<file path="src/rtl/pci_bar_pkg.sv">
package pci_bar_pkg;
  localparam int BAR_W = 32;
  localparam int LANES = BAR_W / 8;

  typedef enum logic [3:0] {
    CMD_IO_RD  = 4'h2,
    CMD_IO_WR  = 4'h3,
    CMD_MEM_RD = 4'h6,
    CMD_MEM_WR = 4'h7,
    CMD_CFG_RD = 4'hA,
    CMD_CFG_WR = 4'hB
  } bus_cmd_e;

  // Strobes from the control decode to the datapath
  typedef struct packed {
    logic [LANES-1:0] laneWr;   // per byte lane write strobe
    logic             rdSel;    // drive readback onto the data port
    logic             decodeOn; // memory command with decoding enabled
  } bar_strobe_t;
endpackage

</file>
<file path="src/rtl/bar_ctrl.sv">
module bar_ctrl
  import pci_bar_pkg::*;
#(
  parameter int WIN_BITS = 12
) (
  input  logic             cfgWrEn,
  input  logic             cfgRdEn,
  input  logic [LANES-1:0] cfgByteEn,
  input  logic             memSpaceEn,
  input  logic [3:0]       busCmd,
  output bar_strobe_t      strobes
);
  logic isMemCmd;

  assign isMemCmd = (busCmd == CMD_MEM_RD) || (busCmd == CMD_MEM_WR);

  // A lane gets a strobe only if it holds at least one writable bit
  for (genvar b = 0; b < LANES; b++) begin : g_lane
    if ((b * 8 + 7) >= WIN_BITS) begin : g_live
      assign strobes.laneWr[b] = cfgWrEn & cfgByteEn[b];
    end else begin : g_dead
      assign strobes.laneWr[b] = 1'b0;
    end
  end

  assign strobes.rdSel    = cfgRdEn;
  assign strobes.decodeOn = memSpaceEn & isMemCmd;
endmodule

</file>
<file path="src/rtl/bar_datapath.sv">
module bar_datapath
  import pci_bar_pkg::*;
#(
  parameter int WIN_BITS = 12
) (
  input  logic             clk,
  input  logic             rstN,
  input  bar_strobe_t      strobes,
  input  logic [BAR_W-1:0] cfgWrData,
  input  logic [BAR_W-1:0] busAddr,
  output logic [BAR_W-1:0] cfgRdData,
  output logic             addrHit
);
  localparam int BASE_W = BAR_W - WIN_BITS;
  // bit0 memory space, bits 2:1 32-bit type, bit3 not prefetchable
  localparam logic [WIN_BITS-1:0] LOW_CONST =
    {{(WIN_BITS-4){1'b0}}, 1'b0, 2'b00, 1'b0};

  logic [BASE_W-1:0] baseQ, baseD;
  logic              hitQ;
  logic              unusedLowBits;

  // Low data and address bits are not stored or compared
  assign unusedLowBits = ^{cfgWrData[WIN_BITS-1:0], busAddr[WIN_BITS-1:0]};

  always_comb begin
    baseD = baseQ;
    for (int i = WIN_BITS; i < BAR_W; i++) begin
      if (strobes.laneWr[i/8]) baseD[i-WIN_BITS] = cfgWrData[i];
    end
  end

  always_ff @(posedge clk) begin
    if (!rstN) begin
      baseQ <= '0;
      hitQ  <= 1'b0;
    end else begin
      baseQ <= baseD;
      hitQ  <= strobes.decodeOn && (busAddr[BAR_W-1:WIN_BITS] == baseQ);
    end
  end

  assign cfgRdData = strobes.rdSel ? {baseQ, LOW_CONST} : '0;
  assign addrHit   = hitQ;
endmodule

</file>
<file path="src/rtl/pci_mem_bar.sv">
module pci_mem_bar
  import pci_bar_pkg::*;
#(
  parameter int WIN_BITS = 12
) (
  input  logic        clk,
  input  logic        rstN,
  input  logic        cfgWrEn,
  input  logic        cfgRdEn,
  input  logic [3:0]  cfgByteEn,
  input  logic [31:0] cfgWrData,
  output logic [31:0] cfgRdData,
  input  logic        memSpaceEn,
  input  logic [31:0] busAddr,
  input  logic [3:0]  busCmd,
  output logic        addrHit
);
  bar_strobe_t strobes;

  bar_ctrl #(.WIN_BITS(WIN_BITS)) u_ctrl (
    .cfgWrEn   (cfgWrEn),
    .cfgRdEn   (cfgRdEn),
    .cfgByteEn (cfgByteEn),
    .memSpaceEn(memSpaceEn),
    .busCmd    (busCmd),
    .strobes   (strobes)
  );

  bar_datapath #(.WIN_BITS(WIN_BITS)) u_dp (
    .clk      (clk),
    .rstN     (rstN),
    .strobes  (strobes),
    .cfgWrData(cfgWrData),
    .busAddr  (busAddr),
    .cfgRdData(cfgRdData),
    .addrHit  (addrHit)
  );
endmodule

</file>
<file path="config.mk">
export PLATFORM = sky130hd
export DESIGN_NAME = pci_mem_bar
export DESIGN_NICKNAME = d
export VERILOG_FILES = /design/src/rtl/pci_bar_pkg.sv /design/src/rtl/bar_ctrl.sv /design/src/rtl/bar_datapath.sv /design/src/rtl/pci_mem_bar.sv
export SDC_FILE = /design/constraint.sdc
export NUM_CORES = 1
export LEC_CHECK = 0
export ABC_CLOCK_PERIOD_IN_PS = 3150
export BUFFER_PORTS_ARGS = -buffer_cell sky130_fd_sc_hd__buf_2
export CAP_MARGIN = 30
export CORE_ASPECT_RATIO = 0.7
export CORE_MARGIN = 3
export CORE_UTILIZATION = 40
export DETAILED_ROUTE_END_ITERATION = 16
export PLACE_DENSITY = 0.91
export RECOVER_POWER = 50
export SLEW_MARGIN = 30
export SYNTH_ARGS = -nofsm -noshare
export SYNTH_HDL_FRONTEND = slang
export SYNTH_SLANG_ARGS = --single-unit
</file>
<file path="constraint.sdc">
create_clock -name clk -period 3.15 [get_ports clk]
set_clock_uncertainty 0.2 [all_clocks]
set_input_delay 0.4725 -clock clk [delete_from_list [all_inputs] [get_ports clk]]
set_output_delay 0.4725 -clock clk [all_outputs]
set_load 0.02 [all_outputs]
</file>
* Word-level counts from Yosys, hierarchy flattened *
Index checks and enable logic that the tools add are counted.

storage, ports and cells
  input bits = 77
  output and inout bits = 33
  logic and storage cells = 14
  register bits = 21

cells by class
  equal/unequal tests = 3
  reduce and logical (&&, ||, !) cells = 2
  muxes and demuxes = 1
  bitwise logic cells = 4

operators by type and width
  kind                  number
  $mux W32              1
  $eq A20 B20 Y1        1
  $eq A4 B3 Y1 const B  2
  $and A1 B1 Y1         4
  $logic_and A1 B1 Y1   1
  $logic_or A1 B1 Y1    1

* Longest topological paths before layout *
  depth in word-level cells = 4
  mapped depth = 4
  mapped depth without buffers = 4

* By module *
A second synthesis with hierarchy kept.

unflattened totals
  cell total of the unflattened synthesis = 135
  area, all modules = 1267.5 um^2

by module, submodules not included
  module        times used  area an instance (um^2)  cells each  seq. area each (um^2)
  bar_datapath  1           1219.9                   128         420.4
  bar_ctrl      1           47.5                     7           0.0

* Worst setup path after synthesis *
No wires, ideal clock.

  path type = input -> output
  from = input cfgRdEn
  to = output cfgRdData[18]
  buffers on the path = 1
  path slack = 1.571 ns
  arrival time = 0.907 ns
  data required time = 2.477 ns
  stages = 2
  path through = clkbuf_1 -> and2_1

on the way
  cells in the longest elaborated chain, start to end = 1

RTL lines
  what         RTL line            text
  from (decl)  pci_mem_bar.sv:9    input logic cfgRdEn,
  $mux W32     bar_datapath.sv:43  assign cfgRdData = strobes.rdSel ? {baseQ, LOW_CONST} : '0;
  to (decl)    pci_mem_bar.sv:12   output logic [31:0] cfgRdData,

No other way between the ends.

* Final worst setup path *
  from = input cfgWrEn
  to = register u_dp.baseQ[18]

on the way
  cells in the longest elaborated chain, start to end = 1

RTL lines
  what                  RTL line            text
  from (decl)           pci_mem_bar.sv:8    input logic cfgWrEn,
  $and A1 B1 Y1         bar_ctrl.sv:20      assign strobes.laneWr[b] = cfgWrEn & cfgByteEn[b];
  to (signal assigned)  bar_datapath.sv:38  baseQ <= baseD;
  to (decl)             bar_datapath.sv:19  logic [BASE_W-1:0] baseQ, baseD;

No other way between the ends.
A chain may end at the register's enable or synchronous reset.

==> run metrics <==
Synth Instances about 150; Slew Viols, Final 0; Diodes inserted 0; Final Hold Slack between 0.2 and 0.3 ns; FF+latch count, synth 21; worst ir drop on vdd ~0.00024 V; Layout area overhead 28.8%; H-tree depth 1; TritonCTS buffer count 3; PostCTS Resize Cnt 0; Vias 1200; MaxCap Viol Count 0; number of DRC markers in iteration 0 57; TritonRoute pass-1 iters 4; worst path cell trace clkbuf_1, nand2_1, nand2_1, a21boi_0; post-layout min period around 2.0 ns; Clock Tree Root clkbuf_8; Final Wtd Congestion 0.770; CP peak stage delay approximately 0.75 ns; hold bufs inserted after CTS 0; Port Buffers 71; overall die width 72.7 um; min-delay worst type input pin to flop; slowest CP cell clkbuf_1; final setup violating endpoints 0; # rows 16; Fmax achieved 499 MHz; Slew @ Worst Pin ~1.0 ns; CTS Buffer Depth 2; Final ANT Viol Nets 0; R2R Path Start u_dp.baseQ[0]$_SDFFE_PN0P_; average wire per standard cell roughly 13 um; Post-Place Worst Slack between 1 and 1.5 ns; Remaining DRCs 0; vias in the first global route roughly 1100; Syn Area/Cell between 8 and 9 um2; Worst EP arrival approximately 1.9 ns; Layout Utilization a little under three fifths; gr usage total between 10% and 20%; Finished Layout Cells approximately 260; clk slew on worst S/H paths approximately 0.070 ns; sequential share of the synthesized area ~34%; die area between 3000 and 4000 um2; DP Area 1560 um2; Tcrit/Tclk final a little under two thirds; Slew headroom a little under a third; Worst-Skew Late Latency roughly 0.25 ns; total power between 0.5 and 0.6 mW; Initial Util 43.3%; critical path endpoint category flop; Final Cell Area between 1500 and 2000 um2; Synth cell types 16; pwr dens between 300 and 400 nW/um2; Inst Count DP 252; static leakage 0.794 nW; Final Routed Wirelength between 3000 and 4000 um; Post-DP HPWL about 2500 um; chip height about 53 um; Avg Vias per Cell 4.69; fraction of layout cells with a size suffix above 1 33.6%; Fin. Hold Viols 0; nets@finish 298; GRT overflow 0; hold_sp cfgWrData[22]; Worst setup startpoint cfgWrEn; critical path class input pin to flop; Core Region between 2000 and 3000 um2; RSZ-0062 raised after global routing no; WP data required ~3.1 ns; first-pass GRT wire length about 5000 um; TNS Setup 0 ns; R2R Setup Slk ~1.8 ns; largest net degree at the start of global routing 24; CTS tree built; Synth warnings 0; I/O pin cnt between 100 and 150; Mapped Area 1250 um2; crit-path most repeated cell nand2_1; post-CTS setup buffers 0; clk sink count 21; antenna violations before repair 0; Final WS setup around 1.1 ns; status completed; crit path max fanout 23; Worst setup SP type input pin; filler cell count between 200 and 300
-- placed cells by master, fill, tap and decap left out --
| cell type | netlist | final |
|---|---|---|
| xnor2_1 | 4 | 4 |
| a21boi_0 | 20 | 20 |
| clkbuf_1 | 4 | 3 |
| nor3_2 | 1 | 1 |
| clkbuf_8 | 0 | 3 |
| nand3_1 | 20 | 20 |
| dfxtp_1 | 21 | 21 |
| buf_2 | 4 | 69 |
| and2_1 | 19 | 19 |
| nand4_1 | 3 | 3 |
| nor4_1 | 4 | 4 |
| nand2_1 | 23 | 23 |
| nor2b_1 | 1 | 1 |
| xor2_1 | 16 | 16 |
| and2_2 | 1 | 1 |
| conb_1 | 1 | 12 |
-- flip-flops by register name (all words and copies together) (netlist names) --
name          flops
u_dp.baseQ       20
u_dp.addrHit      1
-- worst paths after layout --
check / end / cells past startpoint
setup reg to reg: u_dp.addrHit$_SDFF_PN0_ / 4
hold / removal: u_dp.baseQ[10]$_SDFFE_PN0P_ / 3
hold reg to reg: u_dp.baseQ[11]$_SDFFE_PN0P_ / 2
setup / recovery: u_dp.baseQ[18]$_SDFFE_PN0P_ / 4
-- cells by family after synthesis --
logic type,share of synthesized area (%)
AOI/OAI and AO/OA,12.0
xor gates and xnor gates,14.0
buffers and inverters,10.0
DFF,33.7
other,0.301
and+or+nand+nor,29.9
-- cell type report --
| type | count | area, um2 | share of cell area (%) |
|---|---|---|---|
| Sequential cell | 21 | 420 | 26.2 |
| Clock buffer | 4 | 45.0 | 2.80 |
| Multi-Input combinational cell | 124 | 743 | 46.3 |
| Timing Repair Buffer | 71 | 353 | 22.0 |
| Tap cell | 36 | 45.0 | 2.80 |
-- critical path, delay by kind of cell --
| kind | cells | cell delay, ns |
|---|---|---|
| buf+inv | 1 | 0.75 |
| simple gates | 2 | 0.60 |
| compound gates | 1 | 0.11 |
-- where the power goes --
part           leakage [nW]  total, mW  internal [mW]  switching [mW]
clock network        0.0228      0.172         0.0899          0.0825
logic                 0.600      0.123         0.0522          0.0704
registers             0.172      0.287          0.277          0.0101
-- Yosys cell counts --
cell / instances / share of area, %
nor3_2: 1 / 0.80
nand4_1: 3 / 1.5
clkbuf_1: 4 / 1.2
a21boi_0: 20 / 12
nor4_1: 4 / 2.0
nand3_1: 20 / 8.0
conb_1: 1 / 0.30
xnor2_1: 4 / 2.8
and2_1: 19 / 9.5
and2_2: 1 / 0.60
buf_2: 4 / 1.6
nor2b_1: 1 / 0.50
dfxtp_1: 21 / 34
nand2_1: 23 / 6.9
buf_4: 12 / 7.2
xor2_1: 16 / 11
-- per-layer routing --
metal  vias up  routed length [um]  GRT usage, %
met3         0                 338          7.28
li1        619                   -             -
met4         0                   0          1.84
met1       531                1350          21.3
met5         -                   0             0
met2        50                1530          28.1
No activity file was read; power rests on OpenSTA's default activity.
